File: config.mk
export PLATFORM = sky130hd
export DESIGN_NAME = udma_strobe_gen
export DESIGN_NICKNAME = d
export VERILOG_FILES = /design/src/rtl/udma_strobe_pkg.sv /design/src/rtl/udma_tick_sel.sv /design/src/rtl/udma_edge_timer.sv /design/src/rtl/udma_strobe_ctl.sv /design/src/rtl/udma_strobe_gen.sv
export SDC_FILE = /design/constraint.sdc
export NUM_CORES = 1
export LEC_CHECK = 0
export ABC_AREA = 1
export CORE_UTILIZATION = 55
export DETAILED_ROUTE_END_ITERATION = 12
export PLACE_DENSITY = 0.9
export SYNTH_ARGS = -nofsm -noshare
export SYNTH_HDL_FRONTEND = slang
export SYNTH_SLANG_ARGS = --single-unit
File: constraint.sdc
create_clock -name clk -period 2.4 [get_ports clk]
set_input_delay 0.48 -clock clk [delete_from_list [all_inputs] [get_ports clk]]
set_output_delay 0.48 -clock clk [all_outputs]
set_load 0.02 [all_outputs]
File: src/rtl/udma_strobe_pkg.sv
// Package: shared types for the Ultra DMA strobe timing generator.
// Assumes: nothing beyond IEEE 1800-2017.
package udma_strobe_pkg;

    // Burst sequencing states
    typedef enum logic [1:0] {
        BST_IDLE  = 2'd0,
        BST_RUN   = 2'd1,
        BST_DRAIN = 2'd2
    } bst_e;

    // Counter width needed to hold (2**fw) as the last count value
    function automatic int cnt_width(input int fw);
        return fw + 1;
    endfunction

endpackage

File: src/rtl/udma_tick_sel.sv
// Module: picks the UDMA tick source.
// Does: with clk_sel low, every system cycle is a tick; with clk_sel high,
//       the auxiliary enable decides. A parameter can tie the block to the
//       system clock only.
// Assumes: aux_tick is already synchronous to clk, at most one pulse per cycle.
module udma_tick_sel #(
    parameter bit AUX_PRESENT = 1'b1
) (
    input  logic clk_sel,
    input  logic aux_tick,
    output logic tick
);

    generate
        if (AUX_PRESENT) begin : g_mux
            // Choose between the free-running and the gated tick
            always_comb tick = clk_sel ? aux_tick : 1'b1;
        end else begin : g_sys
            logic unused_in;
            // Auxiliary path absent: every cycle counts
            always_comb begin
                unused_in = clk_sel ^ aux_tick;
                tick      = 1'b1;
            end
        end
    endgenerate

endmodule

File: src/rtl/udma_edge_timer.sv
// Module: counts UDMA ticks between strobe edges.
// Does: keeps a tick count and a latched limit (factor + 1). It raises
//       'expire' in the cycle whose tick completes 2 + factor ticks. The
//       factor is latched only at load or at expiry. A cycle without a
//       word available clears the count.
// Assumes: load and run are never both high.
module udma_edge_timer #(
    parameter int FACTOR_W = 2
) (
    input  logic                clk,
    input  logic                rst_n,
    input  logic                load,
    input  logic                run,
    input  logic                avail,
    input  logic                tick,
    input  logic [FACTOR_W-1:0] factor,
    output logic                expire
);

    localparam int CNT_W = udma_strobe_pkg::cnt_width(FACTOR_W);

    logic [CNT_W-1:0] cnt;
    logic [CNT_W-1:0] lim;
    logic [CNT_W-1:0] next_lim;

    // Next limit from the live factor
    always_comb next_lim = CNT_W'(factor) + CNT_W'(1);

    // Interval ends on the tick that meets the limit
    always_comb expire = run && avail && tick && (cnt == lim);

    // Tick counter and limit latch
    always_ff @(posedge clk) begin
        if (!rst_n) begin
            cnt <= '0;
            lim <= CNT_W'(1);
        end else if (load) begin
            cnt <= '0;
            lim <= next_lim;
        end else if (run) begin
            if (!avail) begin
                cnt <= '0;
            end else if (tick) begin
                if (cnt == lim) begin
                    cnt <= '0;
                    lim <= next_lim;
                end else begin
                    cnt <= cnt + CNT_W'(1);
                end
            end
        end else begin
            cnt <= '0;
        end
    end

    AST_CNT_WITHIN_LIMIT: assert property (@(posedge clk) disable iff (!rst_n)
        cnt <= lim);
    AST_LIMIT_HELD_MIDWAY: assert property (@(posedge clk) disable iff (!rst_n)
        (!$past(load) && !$past(expire)) |-> $stable(lim));
    AST_NO_COUNT_WITHOUT_WORD: assert property (@(posedge clk) disable iff (!rst_n)
        ($past(run) && !$past(avail)) |-> (cnt == '0));

endmodule

File: src/rtl/udma_strobe_ctl.sv
// Module: burst sequencing and strobe register.
// Does: starts a burst from idle, toggles the strobe and pulses the launch
//       output on each timer expiry. On a stop request it drains: at the
//       next expiry it raises a low strobe (final edge) or leaves a high
//       one alone, then returns to idle.
// Assumes: expire is only high while the burst is active.
module udma_strobe_ctl (
    input  logic clk,
    input  logic rst_n,
    input  logic start,
    input  logic stop,
    input  logic expire,
    output logic load,
    output logic run,
    output logic strobe,
    output logic launch
);

    import udma_strobe_pkg::*;

    bst_e state;

    // Decode of state for the timer
    always_comb begin
        load = (state == BST_IDLE) && start;
        run  = (state != BST_IDLE);
    end

    // State, strobe level and launch pulse
    always_ff @(posedge clk) begin
        if (!rst_n) begin
            state  <= BST_IDLE;
            strobe <= 1'b1;
            launch <= 1'b0;
        end else begin
            launch <= 1'b0;
            case (state)
                BST_IDLE: begin
                    if (start) state <= BST_RUN;
                end
                BST_RUN: begin
                    if (stop) state <= BST_DRAIN;
                    if (expire) begin
                        strobe <= ~strobe;
                        launch <= 1'b1;
                    end
                end
                BST_DRAIN: begin
                    if (expire) begin
                        state <= BST_IDLE;
                        if (!strobe) begin
                            strobe <= 1'b1;
                            launch <= 1'b1;
                        end
                    end
                end
                default: state <= BST_IDLE;
            endcase
        end
    end

    AST_IDLE_PARKED_HIGH: assert property (@(posedge clk) disable iff (!rst_n)
        (state == BST_IDLE) |-> strobe);
    AST_LAUNCH_IFF_EDGE: assert property (@(posedge clk) disable iff (!rst_n)
        launch == (strobe != $past(strobe)));
    AST_LAUNCH_NEEDS_EXPIRY: assert property (@(posedge clk) disable iff (!rst_n)
        launch |-> $past(expire));

endmodule

File: src/rtl/udma_strobe_gen.sv
// Module: top of the Ultra DMA data-in strobe timing generator.
// Does: combines tick selection, the edge timer and the burst/strobe
//       control. Edge spacing is (2 + timing_factor) UDMA ticks.
// Assumes: all inputs are synchronous to clk; aux_tick is an enable pulse.
module udma_strobe_gen #(
    parameter int FACTOR_W    = 2,
    parameter bit AUX_PRESENT = 1'b1
) (
    input  logic                clk,
    input  logic                rst_n,
    input  logic                clk_sel,
    input  logic                aux_tick,
    input  logic [FACTOR_W-1:0] timing_factor,
    input  logic                burst_start,
    input  logic                burst_stop,
    input  logic                word_avail,
    output logic                dstrobe,
    output logic                word_launch
);

    logic tick;
    logic expire;
    logic load;
    logic run;

    udma_tick_sel #(.AUX_PRESENT(AUX_PRESENT)) u_tick (
        .clk_sel  (clk_sel),
        .aux_tick (aux_tick),
        .tick     (tick)
    );

    udma_edge_timer #(.FACTOR_W(FACTOR_W)) u_timer (
        .clk    (clk),
        .rst_n  (rst_n),
        .load   (load),
        .run    (run),
        .avail  (word_avail),
        .tick   (tick),
        .factor (timing_factor),
        .expire (expire)
    );

    udma_strobe_ctl u_ctl (
        .clk    (clk),
        .rst_n  (rst_n),
        .start  (burst_start),
        .stop   (burst_stop),
        .expire (expire),
        .load   (load),
        .run    (run),
        .strobe (dstrobe),
        .launch (word_launch)
    );

    AST_AUX_GATES_EDGES: assert property (@(posedge clk) disable iff (!rst_n)
        ($past(clk_sel) && !$past(aux_tick)) |-> !word_launch);
    AST_HOLD_WITHOUT_WORD: assert property (@(posedge clk) disable iff (!rst_n)
        !$past(word_avail) |-> $stable(dstrobe));
    AST_LAUNCH_SINGLE_CYCLE: assert property (@(posedge clk) disable iff (!rst_n)
        $past(word_launch) |-> !word_launch);

endmodule

Word level (Yosys, flattened, before mapping):

Cells that the tools add are included.

* add/sub/neg operators: 2
* $mul: 0
* divide/modulo/power cells: 0
* $lt $le $gt $ge: 0
* eq/ne operators: 7
* shift operators: 0
* muxes and demuxes: 18
* bitwise operators: 4
* reductions and logical operators: 15

Operators with widths (number)
* $mux 3: 6
* $reduce_bool 2->1: 6
* $ne 2x2->1 const B: 4
* $mux 1: 6
* $mux 2: 3
* $pmux 2 s3: 1
* $reduce_and 3->1: 2
* $logic_and 1x1->1: 4
* $not 1->1: 4
* $pmux 1 s2: 2
* $reduce_and 4->1: 1
* $reduce_or 4->1: 1
* $add 2x1->3 const B: 1
* $add 3x1->3 const B: 1
* $eq 3x3->1: 1
* $eq 2x1->1 const B: 1
* $eq 2x2->1 const B: 1
* $logic_not 2->1: 1

* bits in registers: 10
* bits in latches: 0
* RAM bits: 0
* ROM bits: 0
* word-level logic and storage cells: 51
* memories: 0

Depth between registers and ports, before layout:

Gate-level depths: netlist of run 1.

* depth in word-level cells: 6
* mapped depth: 10

Modules after synthesis:

From an unflattened synthesis of run 1, not the netlist that was laid out.

* cell total of the unflattened synthesis: 89
* area total of the unflattened synthesis: 601.8 um^2

By module, submodules not included
* udma_edge_timer: instances 1, cells an instance 52, area each 344.1 um^2, seq. area each 120.1 um^2
* udma_strobe_ctl: instances 1, cells an instance 35, area each 250.2 um^2, seq. area each 80.1 um^2
* udma_tick_sel: instances 1, cells an instance 2, area each 7.5 um^2, seq. area each 0.0 um^2

Least setup slack after synthesis of run 1:

Ideal clock, no wire load.

* path type: reg-to-reg
* from: reg u_ctl.state[0]
* to: reg u_ctl.state[0]
* library setup time: 115 ps
* arrival time: 1227 ps
* path slack: 1058 ps
* stages on the path, launching flop included: 11
* buffers on the path: 0
* period minus slack after synthesis: 1342 ps
* cells stage by stage: dfxtp_1 > inv_1 > ha_1 > inv_2 > nand2_1 > nor2_1 > nand3_2 > nand2_2 > nand3_1 > nand2_1 > nor2_1

* longest elaborated chain between the ends: 6

Ends and longest elaborated chain
* start, declared: RTL line udma_strobe_ctl.sv:21 `bst_e state;`
* start signal, assigned: RTL line udma_strobe_ctl.sv:32 `state <= BST_IDLE;`
* start signal, assigned: RTL line udma_strobe_ctl.sv:39 `if (start) state <= BST_RUN;`
* start signal, assigned: RTL line udma_strobe_ctl.sv:42 `if (stop) state <= BST_DRAIN;`
* $reduce_bool 2->1: RTL line udma_strobe_ctl.sv:26 `run = (state != BST_IDLE);`
* $logic_and 1x1->1 (3 in series): RTL line udma_edge_timer.sv:30 `always_comb expire = run && avail && tick && (cnt == lim);`
* $ne 2x2->1 (no line)
* $reduce_and 3->1 (no line)

Several ways; a longest one is shown, not always the timed one.
A chain may end at the register's enable or synchronous reset.

Worst setup path in the final report of run 1:

* from: reg u_ctl.strobe
* to: out dstrobe

RTL lines
* start, declared: RTL line udma_strobe_ctl.sv:15 `output logic strobe,`
* start signal, assigned: RTL line udma_strobe_ctl.sv:44 `strobe <= ~strobe;`
* end, declared: RTL line udma_strobe_gen.sv:17 `output logic dstrobe,`

No word-level cell between the ends.

==> results.json, run 1 <==
{
  "htree_levels": 1,
  "synth.distinct_cells": 21,
  "crit_path_end": "dstrobe",
  "fin_crit_ns": 1.73,
  "worstHoldPathType": "register to register",
  "path_cells": "clkdlybuf4s50_1",
  "clk_path_buf_depth": 2,
  "hold_viol_final": 0,
  "cp_num_cells": 1,
  "clk_pin_slew_ns": 0.08,
  "mappedNetlistArea_um2": 713,
  "required_ns": 1.92,
  "clock_sinks": 10,
  "setup_viol": 0,
  "status": "finished, final reports clean",
  "timing.rr.start": "u_ctl.state[0]$_SDFFE_PN0P_",
  "yosysTopAreaCellShare_pct": 28.1,
  "cp-start-kind": "register",
  "synth-seq-cells": 10,
  "grt_use_total_pct": 23.4,
  "nets": 132,
  "hpwl_um": 1070,
  "wl_met2_um": 676,
  "post_cts_resized": 0,
  "tightest_slew_ns": 0.324,
  "period_share_pct": 72.3,
  "cp-startpoint": "u_ctl.strobe$_SDFFE_PN1P_",
  "diodes": 0,
  "grt_max_degree": 9,
  "synth_top_cell_by_area": "dfxtp_1",
  "drc": 0,
  "firstDrtPassIters": 5,
  "crit_buf_inv": 1,
  "synth_area_leaders": "dfxtp_1 28%, nand2_1 16%, ha_1 11%",
  "antenna_found_initial": 0,
  "vias": 642,
  "fmax_mhz": 577,
  "mostFrequentLayoutCell": "nand2_1",
  "cts_tree": "built",
  "drt_iter0_markers": 10,
  "r2r_slack_ns": 0.88,
  "grt_pass1_vias": 576,
  "path_class": "register to primary output",
  "cp_top_family": "buffers and inverters",
  "postRouteAntennaNets": 0,
  "fp.coreArea_um2": 1160,
  "ioPinCount": 11,
  "worstReg2RegEnd": "u_ctl.state[1]$_SDFFE_PN0P_",
  "grt_overflow": 0,
  "start_util_pct": 61.7,
  "syn_nets": 118,
  "arrival_ns": 1.25,
  "maxSlewHeadroom_pct": 78.3,
  "drive_above_1_share_pct": 19.8,
  "cp_slowest_stage_delay_ns": 0.62,
  "place_congestion": 0.776,
  "power.density_nw_per_um2": 978,
  "r2r_cells": 10,
  "fin_skew_ns": 0.00986,
  "dieArea_um2": 1440,
  "rsz0062_at_grt": "no",
  "critPathSlowestCell": "clkdlybuf4s50_1",
  "utilization_pct": 74.7,
  "rows": 12,
  "dr_wl_met3_um": 36,
  "crit_fanout": 3,
  "cap_violations": 0,
  "die_h_um": 38.0,
  "finalMaxSlewViolations": 0,
  "root_buffer": "clkbuf_4",
  "ys_warn_count": 0,
  "final_cell_mix": "31 x nand2_1, 17 x inv_1, 10 x clkdlybuf4s50_1, 10 x dfxtp_1, 7 x nor2_1",
  "grt_pass1_wl_um": 2240,
  "cts_setup_buffers": 0,
  "syn_inst": 103,
  "ys_seq_area_share_pct": 28.1,
  "viasPerCell": 4.94,
  "drt-met1-wl_um": 600,
  "drt_wl_total_um": 1360,
  "top_layer": "met4",
  "cts_hold_buf": 0,
  "p_leak_nw": 0.422,
  "die_x_um": 38.0,
  "cts_made_buffers": 3,
  "setup_tns_ns": 0,
  "port_buffers": 10,
  "wl_per_cell_um": 10.5,
  "avgSynthCellArea_um2": 6.92,
  "cp-end-kind": "primary output",
  "ir_drop_mv": 0.660,
  "clk_latency_ns": 0.28,
  "area_growth_pct": 21.1
}
[cell type report]
type,count,area [um2]
tap,14,17.5
sequential,10,200
multi-input combinational,71,430
clock buffer,4,36.3
inverter,21,78.8
fill,95,293
timing repair buffer,10,100
[power breakdown]
group / switching [mW] / internal [mW] / total [mW]
Sequential: 0.0430 / 0.210 / 0.253
Combinational: 0.264 / 0.168 / 0.432
Clock: 0.0668 / 0.0924 / 0.159
[cells in the mapped netlist]
master / instances
nand3_1: 5
inv_2: 4
a21oi_2: 3
nor2_1: 7
nand2_2: 2
a21oi_1: 2
nand3b_2: 1
nand4_1: 3
or2_4: 1
o21ai_0: 1
o21ai_2: 3
nand3_2: 2
dfxtp_1: 10
nand2_1: 31
or2_1: 1
xnor2_2: 1
nor2_2: 1
buf_1: 1
nor2_8: 1
inv_1: 17
ha_1: 6
[worst min-delay path, delay by kind of cell, from the launching register on]
| family | cells | cell delay, ns |
|---|---|---|
| flops | 1 | 0.34 |
| simple gates | 2 | 0.12 |
[worst min path at each step]
stage / slack [ns] / to / cells past startpoint / startpoint
finish: 0.51 / u_timer.lim[0]$_SDFFE_PN1P_ / 2 / u_timer.lim[0]$_SDFFE_PN1P_
global route: 0.55 / u_ctl.strobe$_SDFFE_PN1P_ / 2 / u_ctl.strobe$_SDFFE_PN1P_
CTS: 0.51 / u_timer.lim[0]$_SDFFE_PN1P_ / 2 / u_timer.lim[0]$_SDFFE_PN1P_
detailed placement: 0.50 / u_timer.lim[0]$_SDFFE_PN1P_ / 2 / u_timer.lim[0]$_SDFFE_PN1P_
global placement: 0.50 / u_ctl.state[1]$_SDFFE_PN0P_ / 2 / u_ctl.state[1]$_SDFFE_PN0P_
floorplan: 0.47 / u_timer.lim[0]$_SDFFE_PN1P_ / 2 / u_timer.lim[0]$_SDFFE_PN1P_
[through the flow]
stage	total power, mW	std cells	hold slack (ns)	setup WS [ns]	area [um2]
after CTS	0.846	130	0.511	0.667	863
after global placement	0.663	126	0.496	0.672	827
final	0.844	130	0.510	0.666	863
after floorplan	0.595	103	0.470	1.06	713
after detailed placement	0.680	126	0.499	0.607	827
after global routing	0.915	130	0.549	0.646	863
[kinds of logic after synthesis]
family                   share of synthesized area [%]
buffers and inverters                             11.6
XOR/XNOR                                          2.28
flip-flops                                        28.1
AND/OR/NAND/NOR                                   38.1
AO/OA/AOI/OAI                                     9.47
adder cells (fa/ha/maj)                           10.5
[sequential cells by signal (all words and copies together), names as in the netlist]
name          count
u_timer.cnt       3
u_timer.lim       3
u_ctl.state       2
u_ctl.launch      1
u_ctl.strobe      1
[layer usage]
metal	GRT usage, %	vias to the layer above
met5	0	-
met4	17.0	0
met3	5.23	7
met2	42.2	10
met1	23.2	279
li1	-	346
Note: power is estimated with default switching activity, not from simulation.
==> inputs of run 2 (changes only) <==
CORE_UTILIZATION = 51   (was 55)
PLACE_DENSITY = 0.85   (was 0.9)
clock period = 1.8 ns   (was 2.4 ns; I/O delays follow)
==> run 2 against run 1 <==
Compared with the run above: clock power rose by 34%; critical path depth did not move; largest cell class unchanged; die area rose by 7.4%; combinational power rose by 32%; sequential power rose by 32%; global-route usage fell by 1.5 points; worst hold slack barely moved; non-clock buffer count did not move; worst setup slack got worse by 0.48 ns; register-to-register slack got worse by 0.56 ns.
==> results.json, run 2 (synthesis results as in run 1) <==
{
  "status": "finished, final reports clean",
  "postRouteAntennaNets": 0,
  "cp_top_family": "buffers and inverters",
  "switchingPower_uw": 489,
  "cap_violations": 0,
  "post-place-ws_ns": 0.148,
  "combPwrFrac_pct": 51.1,
  "cts_tree": "built",
  "grt_pass1_wl_um": 2250,
  "dpl-instance-area_um2": 828,
  "vias": 617,
  "rsz0062_at_grt": "no",
  "finalPower_mw": 1.12,
  "diodes": 0,
  "switching_share_pct": 43.8,
  "cp-end-kind": "primary output",
  "rows": 13,
  "crit_buf_inv": 1,
  "arrival_ns": 1.25,
  "worstHoldPathType": "register to register",
  "post_cts_resized": 0,
  "place_inst": 127,
  "top_regs": "u_timer.cnt: 3 flops, u_timer.lim: 3 flops, u_ctl.state: 2 flops",
  "stdcell_count": 131,
  "port_buffers": 10,
  "drt_iter0_markers": 2,
  "firstDrtPassIters": 4,
  "finalMaxSlewViolations": 0,
  "die_h_um": 39.4,
  "grt_pass1_vias": 559,
  "hold_viol_final": 0,
  "clock_sinks": 10,
  "final_cell_mix": "31 x nand2_1, 17 x inv_1, 10 x clkdlybuf4s50_1, 10 x dfxtp_1, 7 x nor2_1",
  "clk_latency_ns": 0.27,
  "maxSlewHeadroom_pct": 79.8,
  "fp.coreArea_um2": 1300,
  "place_congestion": 0.758,
  "p_seq_share_pct": 29.8,
  "mostFrequentLayoutCell": "nand2_1",
  "p_int_uw": 627,
  "antenna_found_initial": 0,
  "worst_slack_ns": 0.190,
  "fin_area_um2": 865,
  "fin_crit_ns": 1.61,
  "grt_max_degree": 9,
  "cts_hold_buf": 0,
  "nets": 132,
  "p_clk_share_pct": 19.1,
  "power.density_nw_per_um2": 1290,
  "viasPerCell": 4.71,
  "area_growth_pct": 21.2,
  "die_x_um": 39.4,
  "htree_levels": 1,
  "path_cells": "clkdlybuf4s50_1",
  "clk_pin_slew_ns": 0.08,
  "required_ns": 1.44,
  "wl_per_cell_um": 9.73,
  "cp_slowest_stage_delay_ns": 0.61,
  "period_share_pct": 89.5,
  "path_class": "register to primary output",
  "drive_above_1_share_pct": 19.8,
  "ioPinCount": 11,
  "drt_wl_total_um": 1280,
  "fin_skew_ns": 0.00116,
  "root_buffer": "clkbuf_4",
  "dieArea_um2": 1550,
  "setup_viol": 0,
  "critPathSlowestCell": "clkdlybuf4s50_1",
  "cts_made_buffers": 3,
  "fmax_mhz": 621,
  "clk_path_buf_depth": 2,
  "tightest_slew_ns": 0.302,
  "grt_overflow": 0,
  "ir_drop_mv": 0.878,
  "drc": 0,
  "hpwl_um": 1030,
  "cp-start-kind": "register",
  "crit_fanout": 3,
  "setup_tns_ns": 0,
  "grt_use_total_pct": 21.9,
  "cts_setup_buffers": 0,
  "start_util_pct": 54.8,
  "p_leak_nw": 0.422
}
run 2: cell counts in the layout (fill, tap and decap cells not counted):
No cell type changed its count.
run 2: routing by layer:
metal / wire (um) / part of all wire, % / up-vias / GRT usage (%)
met5: 0 / 0 / - / 0
met4: 28 / 2.2 / 0 / 10.3
met3: 19 / 1.5 / 5 / 5.11
met2: 633 / 50 / 6 / 36.3
met1: 594 / 47 / 264 / 26.5
li1: - / - / 342 / -
run 2: area by class of cell:
class,count,area [um2]
fillers,118,437
multi-input cells,71,430
flip-flops and latches,10,200
repair buffers,10,100
inverters,21,78.8
clock buffers,4,36.3
well taps,15,18.8
run 2: path summary, 6_finish.rpt:
| check | depth (start not counted) | slack [ns] | end | from |
|---|---|---|---|---|
| setup / recovery | 1 | 0.19 | dstrobe | u_ctl.strobe$_SDFFE_PN1P_ |
| hold / removal | 2 | 0.51 | u_timer.lim[0]$_SDFFE_PN1P_ | u_timer.lim[0]$_SDFFE_PN1P_ |
| setup reg to reg | 10 | 0.32 | u_ctl.state[0]$_SDFFE_PN0P_ | u_ctl.state[0]$_SDFFE_PN0P_ |
| hold reg to reg | 2 | 0.51 | u_timer.lim[0]$_SDFFE_PN1P_ | u_timer.lim[0]$_SDFFE_PN1P_ |
run 2: per-stage QoR:
step | utilization [%] | hold WS (ns)
finish | 66.4 | 0.510
global route | 66.4 | 0.545
CTS | 66.4 | 0.517
detailed placement | 63.7 | 0.505
global placement | 63.7 | 0.497
floorplan | - | 0.470
run 2: power groups by stage:
| stage | Combinational [mW] | Sequential, mW | Clock [mW] |
|---|---|---|---|
| finish | 0.571 | 0.333 | 0.213 |
| global route | 0.668 | 0.344 | 0.222 |
| CTS | 0.574 | 0.333 | 0.210 |
| detailed placement | 0.567 | 0.339 | 0 |
| global placement | 0.549 | 0.337 | 0 |
| floorplan | 0.466 | 0.327 | 0 |
==> inputs of run 3 (changes only) <==
SETUP_SLACK_MARGIN = 0.05   (was not set)
==> results of run 3 <==
The final DEF is identical to that of run 2; final timing and power are the same.
